==> src/rtl/tlb_refdirty.sv <==
module tlb_refdirty #(
  parameter int ENTRIES = 16,
  parameter int VPN_W = 20,
  parameter int PFN_W = 20,
  parameter int OFF_W = 12,
  localparam int IDX_W = $clog2(ENTRIES),
  localparam int VA_W = VPN_W + OFF_W,
  localparam int PA_W = PFN_W + OFF_W
) (
  input  logic             clk,
  input  logic             rst_n,
  input  logic             lk_valid,
  input  logic [VA_W-1:0]  lk_vaddr,
  input  logic             lk_store,
  output logic             lk_hit,
  output logic [IDX_W-1:0] lk_index,
  output logic [PA_W-1:0]  lk_paddr,
  input  logic [2:0]       mg_cmd,
  input  logic [IDX_W-1:0] mg_idx,
  input  logic [VPN_W-1:0] mg_vpn,
  input  logic [PFN_W-1:0] mg_pfn,
  output logic             mg_ref,
  output logic             mg_dirty
);
  localparam logic [2:0] CMD_SAMPLE = 3'd1;
  localparam logic [2:0] CMD_CLR1   = 3'd2;
  localparam logic [2:0] CMD_CLRALL = 3'd3;
  localparam logic [2:0] CMD_WRITE  = 3'd4;

  logic [VPN_W-1:0]   vpn_q [ENTRIES];
  logic [PFN_W-1:0]   pfn_q [ENTRIES];
  logic [ENTRIES-1:0] valid_q, ref_q, dirty_q;
  logic [ENTRIES-1:0] match;
  logic [IDX_W-1:0]   hit_idx;

  wire [VPN_W-1:0] lk_vpn = lk_vaddr[VA_W-1:OFF_W];

  for (genvar g = 0; g < ENTRIES; g++) begin : g_cmp
    assign match[g] = valid_q[g] && (vpn_q[g] == lk_vpn);
  end

  always_comb begin
    hit_idx = '0;
    for (int i = ENTRIES - 1; i >= 0; i--)
      if (match[i]) hit_idx = IDX_W'(i);
  end

  assign lk_hit   = lk_valid && (|match);
  assign lk_index = lk_hit ? hit_idx : '0;
  assign lk_paddr = lk_hit ? {pfn_q[hit_idx], lk_vaddr[OFF_W-1:0]} : '0;

  wire sampling = (mg_cmd == CMD_SAMPLE);
  assign mg_ref   = sampling && ref_q[mg_idx];
  assign mg_dirty = sampling && dirty_q[mg_idx];

  always_ff @(posedge clk or negedge rst_n) begin
    if (!rst_n) begin
      valid_q <= '0;
      ref_q   <= '0;
      dirty_q <= '0;
      for (int i = 0; i < ENTRIES; i++) begin
        vpn_q[i] <= '0;
        pfn_q[i] <= '0;
      end
    end else begin
      for (int i = 0; i < ENTRIES; i++) begin
        if (mg_cmd == CMD_WRITE && mg_idx == IDX_W'(i)) begin
          vpn_q[i]   <= mg_vpn;
          pfn_q[i]   <= mg_pfn;
          valid_q[i] <= 1'b1;
          ref_q[i]   <= 1'b0;
          dirty_q[i] <= 1'b0;
        end else begin
          if (lk_hit && hit_idx == IDX_W'(i))
            ref_q[i] <= 1'b1;
          else if (mg_cmd == CMD_CLRALL || (mg_cmd == CMD_CLR1 && mg_idx == IDX_W'(i)))
            ref_q[i] <= 1'b0;
          if (lk_hit && lk_store && hit_idx == IDX_W'(i))
            dirty_q[i] <= 1'b1;
        end
      end
    end
  end

  always_comb
    if (rst_n && lk_hit)
      assert_hit_entry_R2: assert (valid_q[lk_index] && vpn_q[lk_index] == lk_vpn);

  assert_miss_quiet_R3: assert property (@(posedge clk) disable iff (!rst_n)
    lk_valid && !lk_hit && (mg_cmd == 3'd0 || mg_cmd == CMD_SAMPLE)
    |=> $stable(ref_q) && $stable(dirty_q) && $stable(valid_q));

  assert_use_set_R4: assert property (@(posedge clk) disable iff (!rst_n)
    lk_hit && !(mg_cmd == CMD_WRITE && mg_idx == lk_index) |=> ref_q[$past(lk_index)]);

  assert_store_mark_R5: assert property (@(posedge clk) disable iff (!rst_n)
    lk_hit && lk_store && !(mg_cmd == CMD_WRITE && mg_idx == lk_index)
    |=> dirty_q[$past(lk_index)]);

  assert_clear_all_R8: assert property (@(posedge clk) disable iff (!rst_n)
    mg_cmd == CMD_CLRALL && !lk_hit |=> ref_q == '0 && $stable(dirty_q));

  assert_hit_beats_clear_R9: assert property (@(posedge clk) disable iff (!rst_n)
    lk_hit && (mg_cmd == CMD_CLRALL || (mg_cmd == CMD_CLR1 && mg_idx == lk_index))
    |=> ref_q[$past(lk_index)]);

  assert_refill_R10: assert property (@(posedge clk) disable iff (!rst_n)
    mg_cmd == CMD_WRITE && int'(mg_idx) < ENTRIES
    |=> valid_q[$past(mg_idx)] && !ref_q[$past(mg_idx)] && !dirty_q[$past(mg_idx)]
        && pfn_q[$past(mg_idx)] == $past(mg_pfn));
endmodule

==> config.mk <==
export PLATFORM = sky130hd
export DESIGN_NAME = tlb_refdirty
export DESIGN_NICKNAME = d
export VERILOG_FILES = /design/src/rtl/tlb_refdirty.sv
export SDC_FILE = /design/constraint.sdc
export NUM_CORES = 1
export LEC_CHECK = 0
export CORE_MARGIN = 10
export CORE_UTILIZATION = 60
export CTS_CLUSTER_DIAMETER = 50
export DETAILED_ROUTE_END_ITERATION = 10
export PLACE_DENSITY = 0.78
export SLEW_MARGIN = 20
export SYNTH_ARGS = -nofsm -noshare
export SYNTH_HDL_FRONTEND = slang
export SYNTH_SLANG_ARGS = --single-unit
==> constraint.sdc <==
create_clock -name clk -period 5.8 [get_ports clk]
set_input_delay 1.16 -clock clk [delete_from_list [all_inputs] [get_ports clk]]
set_output_delay 1.16 -clock clk [all_outputs]
set_load 0.02 [all_outputs]
==> out/qor.yml <==
status:
  status: "finished, violations left"
  violations: "setup timing"
detailed_routing:
  post_drt_via_cell_ratio: 6.85
  drt-pass1-iter-count: 5
  routedWlPerCell_um: 31.8
  drt_iter0_markers: 3326
  drc: 0
  postRouteAntennaNets: 0
  routed_wl_mm: 128
  vias: 27500
sta:
  rsz0062_at_grt: "true"
  fin_ws_ns: -0.390
  hold_viol: 0
  max_freq_ghz: 0.162
  clock_skew_ns: 0.0330
  slew_violations: 0
  setup-violations-final: 34
  tightest_slew_ns: 1.34
  period_minus_slack_ns: 6.19
  finalCritPeriodShare_pct: 107
  hold_slack_ns: 0.497
  relSlewSlack_pct: 10.3
  setup_tns_ns: -6.09
setup_path:
  end_kind: "output pin"
  crit_required_ns: 4.64
  path_common_cell: "buf_4"
  critical_path_class: "in2out"
  slowest_stage: "a2111oi_4"
  path_cells: "buf_4, buf_12, buf_4, xor2_2, nor4_1, and4_1, nand4_1, buf_4, o21ai_2, a21bo_2, o21ai_4, buf_12, buf_16, mux2i_1, a221o_1, a2111oi_4, buf_4"
  crit_arrival_ns: 5.03
  reg2reg_slack_ns: 2.07
  r2r_cells: 15
  path_max_fanout: 8
  cp-start-kind: "input port"
  rr_startpoint: "vpn_q[102]"
  max_stage_delay_ns: 0.44
  reg2reg_to: "ref_q[5]"
  crit_family: "buffers and inverters"
  crit_buf_inv: 7
clocking:
  cts_max_level: 3
  clk_latency_ns: 0.67
  cts_tree: "yes"
  cts_root_buf: "clkbuf_16"
  numCtsBuffers: 79
  ctsHoldBuffers: 0
  numClockSinks: 688
  cts_max_path_buffers: 3
  clk_pin_slew_ns: 0.06
cells_and_area:
  drive_gt1_share_pct: 50.6
  finalNonFillerCells: 4016
  final_cell_area_um2: 45700
  syn_to_final_growth_pct: 34.1
  nets: 3283
  fill_cells: 2748
  fin_util_pct: 81.1
min_path:
  holdPathStages: 1
  min_from: "dirty_q[8]"
  hp-class: "reg2reg"
  min_to: "dirty_q[8]"
synthesis:
  synthCells: 2705
  synth_top_area_cell: "dfrtp_1"
  synth.cells.most_frequent: "688 x dfrtp_1, 657 x mux2_2, 208 x xnor2_1, 129 x mux2i_1, 113 x xor2_1"
  yosys-top-cells-area: "dfrtp_1 50%, mux2_2 22%, xnor2_1 5.3%, mux2i_1 3.8%, xor2_1 2.9%"
  ys_seq_area_share_pct: 50.5
  ys_warn_count: 0
  synth_edf_count: 0
  synth_top_area_share_pct: 50.5
  synthesis.area_um2: 34100
  yosysMostFrequentCell: "dfrtp_1"
  synth.avg_cell_area_um2: 12.6
  synth_nets: 2788
  synth_cell_types: 67
  ys_seq_elements: 688
  ys.flop_type: "dfrtp_1"
  async_flop_share_pct: 100
place:
  gp_congestion: 0.960
  dp_worst_setup_slack_ns: -1.21
  place_area_um2: 38700
  place_hpwl_mm: 66.5
  placed_cells_incl_taps: 3743
  portBuffers: 121
power_and_ir_drop:
  leakagePower_nw: 21.0
  totalPowerFinal_mw: 13.7
  peakVddDrop_v: 0.000250
  p_per_area_nw_per_um2: 299
grt:
  grt_pass1_vias: 28000
  gr-total-overflow: 0
  grt_usage_pct: 33.9
  grt_start_max_net_pins: 140
  grt_pass1_wl_mm: 173
  antenna_found_initial: 5
floorplan:
  io_pins: 122
  die-width_um: 258
  rows: 87
  die_h_um: 258
  fp.dieArea_um2: 66800
  initial_utilization_pct: 60.5
  core_area_um2: 56400
job:
  cap_violations: 0
-- metal layers --
metal / vias to the layer above / global-route usage (%) / wire length, um
met5: - / 0 / 29
met4: 6 / 17.5 / 8790
met3: 700 / 8.03 / 15700
met2: 2083 / 53.2 / 58000
met1: 14000 / 43.6 / 45300
li1: 10700 / - / -
-- sequential cells by signal, summed over array words and instances, names as in the netlist --
signal and cells:
dirty_q 16, pfn_q 320, ref_q 16, valid_q 16
vpn_q 320
-- kinds of logic after synthesis --
group           count (synthesis)  share of synthesized area, %
simple gates                  529                          8.48
buf+inv                       205                          2.91
mux                           796                          26.1
flops                         688                          50.5
compound gates                166                          3.76
xor+xnor                      321                          8.24
-- cells in the final DEF, fill, tap and decap left out, drive strengths merged, types with 19 or more instances in the layout --
master,Yosys,routed
mux2i,129,129
xnor2,208,208
nor2,69,69
nand4,90,90
nand3,51,51
and3,19,19
nor4,65,65
dfrtp,688,688
xor2,113,113
clkdlybuf4s50,0,64
nand2,99,99
buf,87,522
nor3,32,32
a21oi,36,36
mux2,657,657
clkbuf,111,118
o21ai,31,31
and2,23,23
-- worst reg2reg max path, stage by stage, from the launching register on --
cell and delay, ns:
dfrtp_1 0.45, xnor2_2 0.38, nand4_1 0.21, nor4_2 0.39, nand4_1 0.17, buf_6 0.17, buf_6 0.13, buf_4 0.13
nand3_1 0.17, buf_4 0.20, o31ai_4 0.11, buf_12 0.18, buf_4 0.15, nor3_1 0.52, nand2_1 0.10, a21boi_0 0.19
-- worst max path at each step --
stage | from | endpoint | slack, ns | depth (start not counted)
floorplan | lk_vaddr[31] | lk_paddr[21] | 0.32 | 13
global placement | lk_vaddr[18] | lk_paddr[21] | -1.14 | 19
detailed placement | lk_vaddr[31] | lk_paddr[21] | -1.21 | 17
CTS | lk_vaddr[29] | lk_paddr[12] | -0.06 | 17
global route | lk_vaddr[15] | lk_paddr[12] | -0.46 | 19
finish | lk_vaddr[13] | lk_paddr[23] | -0.39 | 17
-- where the power goes --
group	switching (mW)	leakage, nW	internal [mW]
Combinational	1.23	10.6	1.34
Clock	2.19	1.27	2.98
Sequential	0.527	9.15	5.42
-- final cells by class --
class	count	area (um^2)	area share [%]
timing repair buffer	612	6390	14.0
antenna	1	2.50	0.00547
sequential	688	17200	37.6
multi-input combinational	1812	18600	40.6
clock buffer	110	2190	4.79
clock inverter	30	420	0.919
inverter	7	26.3	0.0574
tap	756	946	2.07
-- timing repair --
| action | CTS | global route |
|---|---|---|
| setup buffers | 79 | 42 |
| endpoints found under the setup margin | 37 | 35 |
| gates resized for setup | 449 | 272 |
| gates cloned | 15 | 3 |
| pin swaps | 112 | 117 |
Note: power is estimated with default switching activity, not from simulation.
